$ cat config.mk
export PLATFORM = sky130hd
export DESIGN_NAME = comm_loss_wdog
export DESIGN_NICKNAME = d
export VERILOG_FILES = /design/src/rtl/cw_pkg.sv /design/src/rtl/cw_ms_tick.sv /design/src/rtl/cw_ms_counter.sv /design/src/rtl/cw_arm_ctrl.sv /design/src/rtl/comm_loss_wdog.sv
export SDC_FILE = /design/constraint.sdc
export NUM_CORES = 1
export LEC_CHECK = 0
export ABC_AREA = 1
export BUFFER_PORTS_ARGS = -buffer_cell sky130_fd_sc_hd__buf_2
export CAP_MARGIN = 20
export CORE_MARGIN = 4
export CORE_UTILIZATION = 53
export DETAILED_ROUTE_END_ITERATION = 16
export GPL_TIMING_DRIVEN = 1
export MAX_ROUTING_LAYER = met4
export PLACE_DENSITY_LB_ADDON = 0.2
export SYNTH_ARGS = -nofsm -noshare
export SYNTH_HDL_FRONTEND = slang
export SYNTH_SLANG_ARGS = --single-unit
$ cat constraint.sdc
create_clock -name clk_i -period 1.65 [get_ports clk_i]
set_clock_uncertainty 0.2 [all_clocks]
set_input_delay 0.165 -clock clk_i [delete_from_list [all_inputs] [get_ports clk_i]]
set_output_delay 0.165 -clock clk_i [all_outputs]
set_load 0.005 [all_outputs]
$ cat src/rtl/cw_pkg.sv
package cw_pkg;
  typedef enum logic [1:0] {
    CW_OFF   = 2'b00,
    CW_WATCH = 2'b01,
    CW_LOST  = 2'b10
  } cw_state_e;

  localparam int unsigned TICKS_PER_SEC = 1000;
endpackage

$ cat src/rtl/cw_ms_tick.sv
module cw_ms_tick #(
  parameter int unsigned DIV = 50_000
) (
  input  logic clk_i,
  input  logic rst_ni,
  input  logic run_i,
  input  logic clr_i,
  output logic tick_o
);
  localparam int unsigned CNT_W = (DIV > 1) ? $clog2(DIV) : 1;

  generate
    if (DIV <= 1) begin : g_passthru
      assign tick_o = run_i & ~clr_i;
    end else begin : g_div
      logic [CNT_W-1:0] cnt_q;
      logic             wrap;

      assign wrap   = (cnt_q == CNT_W'(DIV - 1));
      assign tick_o = run_i & ~clr_i & wrap;

      always_ff @(posedge clk_i or negedge rst_ni) begin
        if (!rst_ni)                cnt_q <= '0;
        else if (!run_i || clr_i)   cnt_q <= '0;
        else if (wrap)              cnt_q <= '0;
        else                        cnt_q <= cnt_q + 1'b1;
      end
    end
  endgenerate
endmodule

$ cat src/rtl/cw_ms_counter.sv
module cw_ms_counter #(
  parameter int unsigned LIMIT_MS = 96
) (
  input  logic clk_i,
  input  logic rst_ni,
  input  logic clr_i,
  input  logic tick_i,
  output logic expire_o
);
  localparam int unsigned MS_W = $clog2(LIMIT_MS + 1);

  logic [MS_W-1:0] ms_q;
  logic            at_limit;

  assign at_limit = (ms_q == MS_W'(LIMIT_MS));
  assign expire_o = tick_i & ~clr_i & (ms_q == MS_W'(LIMIT_MS - 1));

  always_ff @(posedge clk_i or negedge rst_ni) begin
    if (!rst_ni)                  ms_q <= '0;
    else if (clr_i)               ms_q <= '0;
    else if (tick_i && !at_limit) ms_q <= ms_q + 1'b1;
  end
endmodule

$ cat src/rtl/cw_arm_ctrl.sv
module cw_arm_ctrl
  import cw_pkg::*;
(
  input  logic clk_i,
  input  logic rst_ni,
  input  logic arm_i,
  input  logic kick_i,
  input  logic disarm_i,
  input  logic expire_i,
  output logic active_o,
  output logic lost_o
);
  cw_state_e state_q, state_d;

  always_comb begin
    state_d = state_q;
    if (disarm_i) begin
      state_d = CW_OFF;
    end else begin
      unique case (state_q)
        CW_OFF:   if (arm_i) state_d = CW_WATCH;
        CW_WATCH: if (!kick_i && expire_i) state_d = CW_LOST;
        CW_LOST:  if (kick_i) state_d = CW_WATCH;
        default:  state_d = CW_OFF; // recover from illegal encoding
      endcase
    end
  end

  always_ff @(posedge clk_i or negedge rst_ni) begin
    if (!rst_ni) state_q <= CW_OFF;
    else         state_q <= state_d;
  end

  assign active_o = (state_q == CW_WATCH) || (state_q == CW_LOST);
  assign lost_o   = (state_q == CW_LOST);
endmodule

$ cat src/rtl/comm_loss_wdog.sv
module comm_loss_wdog #(
  parameter int unsigned CLK_FREQ_HZ = 50_000_000,
  parameter int unsigned TIMEOUT_MS  = 96,
  parameter int unsigned ADDR_W      = 5
) (
  input  logic              clk_i,
  input  logic              rst_ni,
  input  logic              dexg_done_i,
  input  logic              wpar_done_i,
  input  logic              del_addr_i,
  input  logic [ADDR_W-1:0] slave_addr_i,
  output logic              led_red_o,
  output logic              active_o
);
  localparam int unsigned TICK_DIV = CLK_FREQ_HZ / cw_pkg::TICKS_PER_SEC;

  logic addr_nz, kick, arm, disarm;
  logic active, lost, clr, tick, expire;

  assign addr_nz = |slave_addr_i;
  assign kick    = dexg_done_i | wpar_done_i;
  assign arm     = wpar_done_i & addr_nz;
  assign disarm  = del_addr_i | ~addr_nz;
  assign clr     = ~active | kick;

  cw_ms_tick #(.DIV(TICK_DIV)) u_tick (
    .clk_i  (clk_i),
    .rst_ni (rst_ni),
    .run_i  (active),
    .clr_i  (clr),
    .tick_o (tick)
  );

  cw_ms_counter #(.LIMIT_MS(TIMEOUT_MS)) u_ms (
    .clk_i    (clk_i),
    .rst_ni   (rst_ni),
    .clr_i    (clr),
    .tick_i   (tick),
    .expire_o (expire)
  );

  cw_arm_ctrl u_ctrl (
    .clk_i    (clk_i),
    .rst_ni   (rst_ni),
    .arm_i    (arm),
    .kick_i   (kick),
    .disarm_i (disarm),
    .expire_i (expire),
    .active_o (active),
    .lost_o   (lost)
  );

  assign led_red_o = lost;
  assign active_o  = active;
endmodule

# ---- Word-level counts from Yosys, hierarchy flattened
# Cells that the tools add are included.
dict set report totals {
  input_bits 10
  mem_bits_rw 0
  romBits 0
  memories 0
  latchBits 0
  ff_bits 25
}
dict set report op_classes {
  mul 0
  n_eq_ne 8
  order_cmp 0
  reduce_logical 11
  mux 9
  n_bitwise 11
  n_shift 0
  div_mod_pow 0
  n_addsub 2
}
# operator count
set op_table {}
lappend op_table {{two-way mux 16 bit} 2}
lappend op_table {{adder 16 x 1 -> 16 bit (second input constant)} 1}
lappend op_table {{equality test 16 bit (second input constant)} 1}
lappend op_table {{equality test 7 bit (second input constant)} 2}
lappend op_table {{two-way mux 7 bit} 2}
lappend op_table {{two-way mux 2 bit} 4}
lappend op_table {{adder 7 x 1 -> 7 bit (second input constant)} 1}
lappend op_table {{case mux 2 bit (3 select lines)} 1}
lappend op_table {{bitwise AND 1 bit} 5}
lappend op_table {{OR reduction 5 bit} 1}
lappend op_table {{zero test 1 bit} 3}
lappend op_table {{!= test 3 x 1 -> 1 bit (second input constant)} 1}
lappend op_table {{!= test 3 x 2 -> 1 bit (second input constant)} 1}
lappend op_table {{!= test 3 bit (second input constant)} 1}
lappend op_table {{inverter 1 bit} 3}
lappend op_table {{bitwise OR 1 bit} 3}
lappend op_table {{AND reduction 3 bit} 1}
lappend op_table {{equality test 2 x 1 -> 1 bit (second input constant)} 1}
lappend op_table {{equality test 2 bit (second input constant)} 1}
lappend op_table {{logical AND 1 bit} 2}
lappend op_table {{zero test 2 bit} 1}
lappend op_table {{logical OR 1 bit} 2}
lappend op_table {{nonzero test 2 bit} 1}

# ---- Logic depth before layout (Yosys ltp)
# Gate-level depths: netlist of run 1.
dict set report depth {
  ltp_word 13
  mapped_depth 9
  depth_no_buf 9
}

# ---- Hierarchy
# A second synthesis of run 1 with hierarchy kept.
dict set report hier_totals {
  cells_unflattened 226
  hier_area_um2 1611.5
}
# module n_inst area_each_um2 seq_area_each_um2 cells_per_inst
set by_module_without_submodules {}
lappend by_module_without_submodules {cw_ms_tick 1 924.6 400.4 124}
lappend by_module_without_submodules {cw_ms_counter 1 447.9 175.2 64}
lappend by_module_without_submodules {cw_arm_ctrl 1 191.4 50.0 26}
lappend by_module_without_submodules {comm_loss_wdog 1 47.5 0.0 12}

# ---- Worst setup path after synthesis of run 1
# Ideal clock, no wire load.
dict set report synth_timing {
  kind {flip-flop to flip-flop}
  start {register u_ctrl.state_q[0]}
  end {register u_ms.ms_q[3]}
  t_arrival_ps 1535
  n_path_buf 0
  stages_incl_launch_ff 9
  path_slack_ps -202
  t_required_ps 1332
  cell_sequence {dfrtp_1 -> inv_1 -> ha_1 -> nor3b_4 -> inv_4 -> nor2_8 -> nand2_4 -> nand3_1 -> nand2_1}
}
dict set report synth_via {
  elab_chain_len 9
  word_cells_on_any_way 11
}
# item line_no
set synth_rtl {}
lappend synth_rtl {{start, declared} cw_arm_ctrl.sv:13} ;# cw_state_e state_q, state_d;
lappend synth_rtl {{start signal, assigned} cw_arm_ctrl.sv:31} ;# else state_q <= state_d;
lappend synth_rtl {{equality test 2 x 1 -> 1 bit or equality test 2 bit (tied branches)} cw_arm_ctrl.sv:34} ;# assign active_o = (state_q == CW_WATCH) || (state_q == CW_LOST);
lappend synth_rtl {{logical OR 1 bit (*)} cw_arm_ctrl.sv:34}
lappend synth_rtl {{via active_o} comm_loss_wdog.sv:13} ;# output logic active_o
lappend synth_rtl {{inverter 1 bit} comm_loss_wdog.sv:24} ;# assign clr = ~active | kick;
lappend synth_rtl {{bitwise OR 1 bit} comm_loss_wdog.sv:24}
lappend synth_rtl {{inverter 1 bit} cw_ms_tick.sv:20} ;# assign tick_o = run_i & ~clr_i & wrap;
lappend synth_rtl {{bitwise AND 1 bit (2 in series)} cw_ms_tick.sv:20}
lappend synth_rtl {{logical AND 1 bit} cw_ms_counter.sv:21} ;# else if (tick_i && !at_limit) ms_q <= ms_q + 1'b1;
lappend synth_rtl {{nonzero test 2 bit (no line)} n/a}
lappend synth_rtl {{end signal, assigned} cw_ms_counter.sv:21}
lappend synth_rtl {{end, declared} cw_ms_counter.sv:12} ;# logic [MS_W-1:0] ms_q;
# Mark *: on every way through the listed nets, which the timed path passes. The rest lies on a longest branch.
# A chain may end at the register's enable or synchronous reset.

# ---- Worst setup path in the final report of run 1
dict set report layout_timing {
  start {register u_ctrl.state_q[0]}
  end {register u_ctrl.state_q[1]}
}
dict set report layout_via {
  elab_chain_len 12
  word_cells_on_any_way 18
}
# item line_no
set layout_rtl {}
lappend layout_rtl {{equality test 2 x 1 -> 1 bit or equality test 2 bit (tied branches)} {cw_arm_ctrl.sv:20, cw_arm_ctrl.sv:34}}
lappend layout_rtl {{logical OR 1 bit} cw_arm_ctrl.sv:34}
lappend layout_rtl {{inverter 1 bit} comm_loss_wdog.sv:24}
lappend layout_rtl {{bitwise OR 1 bit} comm_loss_wdog.sv:24}
lappend layout_rtl {{inverter 1 bit} {cw_ms_tick.sv:20, cw_ms_counter.sv:16}}
lappend layout_rtl {{bitwise AND 1 bit (2 in series)} cw_ms_tick.sv:20}
lappend layout_rtl {{bitwise AND 1 bit (2 in series)} cw_ms_counter.sv:16} ;# assign expire_o = tick_i & ~clr_i & (ms_q == MS_W'(LIMIT_MS - 1));
lappend layout_rtl {{logical AND 1 bit} cw_arm_ctrl.sv:22} ;# CW_WATCH: if (!kick_i && expire_i) state_d = CW_LOST;
lappend layout_rtl {{!= test 3 x 2 -> 1 bit (no line)} n/a}
lappend layout_rtl {{AND reduction 3 bit (no line)} n/a}
# Parallel ways exist; a longest one is shown, timed or not.

==> flow_summary.toml, run 1 <==
[run_status]
outcome = "finished with violations"
violations = "negative setup slack"

[sta]
period_minus_slack_ps = 1820
rsz0062_at_grt = "yes"
slew_viol_final = 0
hold_violations = 0
holdWs_ps = 69.6
setup_viol = 21
max_clock_freq_mhz = 551
slew_headroom_pct = 62.8
worstMarginPinSlew_ps = 557
setup_ws_ps = -166
fin_crit_sh_pct = 110

[place]
placed_area_sq_um = 1770
hpwl_mm = 2.53
place_inst = 254
port_buffers = 11
gp_congestion = 0.918

[clocking]
cts_sinks = 25
htreeDepth = 1
path_clk_slew_ps = 140
clk_latency_ps = 310
cts_tree = "built"
root_buffer = "clkbuf_4"
numCtsBuffers = 3
cts_max_path_buffers = 2

[logic_synthesis]
synth_top_area_share_pct = 41.3
postSynthCellCount = 192
synth_edf_count = 0
synth-seq-cells = 25
synth_top_cells_by_area = "dfrtp_1 (41%), nand2_1 (10%), nor2_1 (7.4%), nand3_1 (6.9%), inv_1 (5.9%)"
ys_async_sr_fraction_pct = 100
netlist_top_cells_count = "nand2_1 (41), nor2_1 (30), dfrtp_1 (25)"
yosysTopAreaCell = "dfrtp_1"
syn_nets = 208
synth_cell_types = 28
avgSynthCellArea_sq_um = 7.90
post-synth-top-count-cell = "nand2_1"
seq_area_frac_synth_pct = 41.3
synth_ff_type = "dfrtp_1"
synth.cell_area_sq_um = 1520
yosysWarnings = 0

[cells_and_area]
final_area_sq_um = 2040
diodes = 0
fin_cells = 264
syn_to_final_growth_pct = 34.6
nNetsFinal = 250
drive_gt1_share_pct = 33.5

[worst_setup_path]
worstPathArrival_ps = 1840
rrSetupSlack_ps = -170
worst_setup_path_end_kind = "flop"
required_ps = 1680
crit_path_max_fanout = 3
path_class = "reg2reg"
startpoint_type = "flop"

[route]
vias = 1420
dr.pass1.iters = 4
wl_per_cell_um = 14.0
drc = 0
drtIter0Drc = 98
via_per_inst = 5.38
wl_mm = 3.69
ant_nets = 0

[power]
peakVddDrop_mv = 0.757
p_per_area_nw_per_um2 = 719
p_leak_nw = 0.964
power_mw = 1.47

[die]
std_cell_rows = 19
start_util_pct = 55.5
dieArea_sq_um = 3780
fp.dieH_um = 61.5
die_width_um = 61.5
io_pins = 12
design.core.area_sq_um = 2730

[grt]
grt_usage_pct = 21.9
gr-total-overflow = 0
grt_max_degree = 26
grt_pass1_vias = 1371
grt_pass1_wl_mm = 6.00
grt_antenna_before_repair = 0

[job]
maxCapViolations = 0

[hold_path]
hold_path_class = "in2reg"
-- through the flow --
stage	utilization (%)	TNS (ps)	worst slack, ps
6_report	74.6	-2360	-166
3_3_place_gp	64.6	-648	-90.9
2_1_floorplan	-	-1610	-169
5_1_grt	74.6	-4160	-263
3_5_place_dp	64.6	-2390	-177
4_1_cts	71.1	-1240	-108
-- logic make-up after synthesis --
family | after synthesis | share of synthesized area [%]
simple gates | 116 | 37.2
buf+inv | 26 | 6.60
flops | 25 | 41.3
xor+xnor | 10 | 5.78
compound gates | 9 | 4.21
fa+ha+maj | 6 | 4.95
-- final timing paths --
check,end,cells past startpoint,startpoint
max reg2reg,u_ctrl.state_q[1]$_DFFE_PN0P_,9,u_ctrl.state_q[0]$_DFFE_PN0P_
max in group asynchronous,u_tick.g_div.cnt_q[6]$_DFF_PN0_,2,rst_ni
min reg2reg,u_tick.g_div.cnt_q[9]$_DFF_PN0_,1,u_tick.g_div.cnt_q[9]$_DFF_PN0_
min in group asynchronous,u_tick.g_div.cnt_q[11]$_DFF_PN0_,2,rst_ni
min,u_ctrl.state_q[0]$_DFFE_PN0P_,6,del_addr_i
max,u_ctrl.state_q[1]$_DFFE_PN0P_,9,u_ctrl.state_q[0]$_DFFE_PN0P_
-- critical path, stage by stage, from the launching register on --
cell	delay [ps]
dfrtp_1	400
inv_2	60
ha_4	260
nor3b_4	270
buf_4	180
nand4_1	80
nand2_2	100
nand2_2	60
nand2_1	70
nand2_1	50
-- per-layer routing --
layer	GRT usage (%)	vias up	wire length, um	share of wire (%)
li1	-	699	-	-
met1	26.8	674	1570	43
met2	37.7	41	1920	52
met3	2.10	6	143	3.9
met4	6.97	0	50	1.4
met5	-	-	0	0
-- cell type report --
class                   instances  area (sq um)
repair buffers                 37           280
flip-flops and latches         25           626
fillers                       196           693
inverters                      26           103
clock buffers                   4          26.3
well taps                      31          38.8
multi-input cells             141           967
-- layout by cell type, fill, tap and decap left out, types with 2 or more instances in the layout --
master,instances
inv_4,2
xnor2_1,2
clkbuf_4,3
nor2_2,3
inv_1,22
nor3_1,5
a21oi_1,3
nand3_1,12
buf_4,20
buf_6,4
nand4_1,4
nand2_1,36
nand3_2,7
nand2_8,2
inv_2,2
nor3b_2,3
nand3_4,2
nor2_4,2
nor2_1,28
nand2_2,5
ha_4,3
dfrtp_1,25
buf_2,11
ha_1,3
xor2_1,7
-- sequential cells by signal (all words and copies together), names as in the netlist --
| signal | count |
|---|---|
| u_ms.ms_q | 7 |
| u_tick.g_div.cnt_q | 16 |
| u_ctrl.state_q | 2 |
-- repair_timing --
| action | 4_1_cts | 5_1_grt |
|---|---|---|
| endpoints found under the setup margin | 25 | 26 |
| endpoints found under the hold margin | 25 | 0 |
| gates resized for setup | 17 | 23 |
| pin swaps | 4 | 10 |
| hold buffers | 1 | 0 |
| buffers inserted | 6 | 0 |
-- report_power, final --
group          switching [mW]  total (mW)  internal (mW)  leakage [nW]
Clock                   0.179       0.273         0.0944        0.0150
Sequential             0.0211       0.658          0.637         0.347
Combinational           0.269       0.536          0.267         0.602
Total                   0.469        1.47          0.999         0.964
(Power assumes the default switching activity.)
==> run 2: changes to the inputs <==
--- a/config.mk
+++ b/config.mk
@@ -9,7 +9,7 @@
 export BUFFER_PORTS_ARGS = -buffer_cell sky130_fd_sc_hd__buf_2
 export CAP_MARGIN = 20
 export CORE_MARGIN = 4
-export CORE_UTILIZATION = 53
+export CORE_UTILIZATION = 54
 export DETAILED_ROUTE_END_ITERATION = 16
 export GPL_TIMING_DRIVEN = 1
 export MAX_ROUTING_LAYER = met4
==> constraint.sdc (replaced) <==
create_clock -name clk_i -period 1.8 [get_ports clk_i]
set_clock_uncertainty 0.2 [all_clocks]
set_input_delay 0.27 -clock clk_i [delete_from_list [all_inputs] [get_ports clk_i]]
set_output_delay 0.27 -clock clk_i [all_outputs]
set_load 0.005 [all_outputs]
==> flow_summary.toml, run 2 (synthesis results as in run 1) <==
[cells_and_area]
mostFrequentLayoutCell = "nand2_1"
largestRegisters = "u_tick.g_div.cnt_q (16), u_ms.ms_q (7), u_ctrl.state_q (2)"
fillerInstances = 199
regMostFlops = "u_tick.g_div.cnt_q"
diodes = 0
drive_gt1_share_pct = 22.5
final_cell_mix = "nand2_1 (41), nor2_1 (29), dfrtp_1 (25)"
regArea_sq_um = 626
syn_to_final_growth_pct = 19.2
largest_reg_flops = 16
multi_input_area_sq_um = 832
nNetsFinal = 239

[sta]
max_clock_freq_mhz = 558
worstMarginPinSlew_ps = 560
hold_violations = 0
rsz0062_at_grt = "yes"
period_minus_slack_ps = 1790
holdWs_ps = 141
fin_crit_sh_pct = 99.5
slew_viol_final = 0
setup_viol = 0
slew_headroom_pct = 62.7

[die]
dieArea_sq_um = 3720
fp.dieH_um = 61.0
die_width_um = 61.0
design.core.area_sq_um = 2570
std_cell_rows = 18
start_util_pct = 59.1
io_pins = 12

[clocking]
clk_latency_ps = 320
root_buffer = "clkbuf_4"
htreeDepth = 1
path_clk_slew_ps = 140
cts_max_path_buffers = 2
numCtsBuffers = 3
cts_sinks = 25
cts_tree = "built"

[worst_setup_path]
worst_setup_path_end_kind = "flop"
path_class = "reg2reg"
crit_path_max_fanout = 7
startpoint_type = "flop"
worstPathArrival_ps = 1810
required_ps = 1820

[grt]
grt_max_degree = 26
grt_usage_pct = 19.9
grt_antenna_before_repair = 0
grt_pass1_vias = 1317
gr-total-overflow = 0
grt_pass1_wl_mm = 5.30

[power]
peakVddDrop_mv = 0.612
p_per_area_nw_per_um2 = 702
power_mw = 1.27
p_leak_nw = 0.867

[route]
ant_nets = 0
wl_per_cell_um = 12.2
drc = 0
vias = 1336
via_per_inst = 5.30
drtIter0Drc = 44
wl_mm = 3.07
dr.pass1.iters = 4

[place]
hpwl_mm = 2.30
port_buffers = 11
gp_congestion = 0.941

[job]
maxCapViolations = 0

[hold_path]
hold_path_class = "in2reg"

[run_status]
outcome = "finished clean"
[run 2: cell count changes in the layout (fill, tap and decap cells not counted), moves of 2 or more]
cell,delta
nand2_2,-4
nor2_4,-2
nand3_4,-2
ha_1,+2
buf_4,-9
ha_4,-2
nand3_1,+8
nand2_1,+5
nand3_2,-6
[run 2: area by class of cell]
cell class,count,share of cell area (%)
multi-input combinational,141,46.0
sequential,25,34.6
timing repair buffer,26,10.0
inverter,26,5.81
tap,30,2.08
clock buffer,4,1.45
[run 2: metrics by stage]
stage	utilization [%]	worst slack (ps)	cell area, sq um	std cells	setup TNS [ps]
4_1_cts	66.4	37.1	1710	246	0
3_5_place_dp	64.4	7.14	1650	239	0
5_1_grt	70.4	-72.0	1810	252	-460
6_report	70.4	9.38	1810	252	0
3_3_place_gp	64.4	63.7	1650	239	0
2_1_floorplan	-	-23.5	1520	192	-117
[run 2: worst paths after layout]
| kind | start | to | slack, ps | depth (start not counted) |
|---|---|---|---|---|
| min in group asynchronous | rst_ni | u_tick.g_div.cnt_q[14]$_DFF_PN0_ | 250 | 2 |
| worst max-delay path | u_tick.g_div.cnt_q[0]$_DFF_PN0_ | u_ms.ms_q[3]$_DFFE_PN0P_ | 9 | 8 |
| max in group asynchronous | rst_ni | u_tick.g_div.cnt_q[0]$_DFF_PN0_ | 780 | 2 |
| worst min-delay path | del_addr_i | u_ctrl.state_q[0]$_DFFE_PN0P_ | 140 | 6 |
| worst min register to register | u_tick.g_div.cnt_q[0]$_DFF_PN0_ | u_tick.g_div.cnt_q[0]$_DFF_PN0_ | 270 | 1 |
| worst max register to register | u_tick.g_div.cnt_q[0]$_DFF_PN0_ | u_ms.ms_q[3]$_DFFE_PN0P_ | 9 | 8 |
[run 2: timing repair]
item / 4_1_cts / 5_1_grt
endpoints found under the setup margin: 7 / 17
buffers inserted: 2 / 6
gates resized for setup: 0 / 15
hold buffers: 1 / 0
pin swaps: 0 / 4
hold endpoints to repair: 25 / 0
[run 2: critical path: stages, from the launching register on]
cell and delay [ps]:
dfrtp_1 390, ha_1 200, nand3_1 140, nor3_2 180, nand2_2 170, nor2_8 190, nand2_4 100, nand3_2 80
nand2_1 50
[run 2: report_power, final]
part	total [mW]	switching, mW	leakage [nW]	internal, mW
logic	0.415	0.206	0.505	0.209
registers	0.600	0.0161	0.347	0.584
clock network	0.254	0.167	0.0150	0.0868
[run 2: per-layer routing]
layer / vias up / GRT usage [%] / part of all wire [%]
met5: - / - / 0
met4: 0 / 9.60 / 1.5
met3: 6 / 2.98 / 1.8
met2: 10 / 33.3 / 51
met1: 642 / 23.1 / 45
li1: 678 / - / -
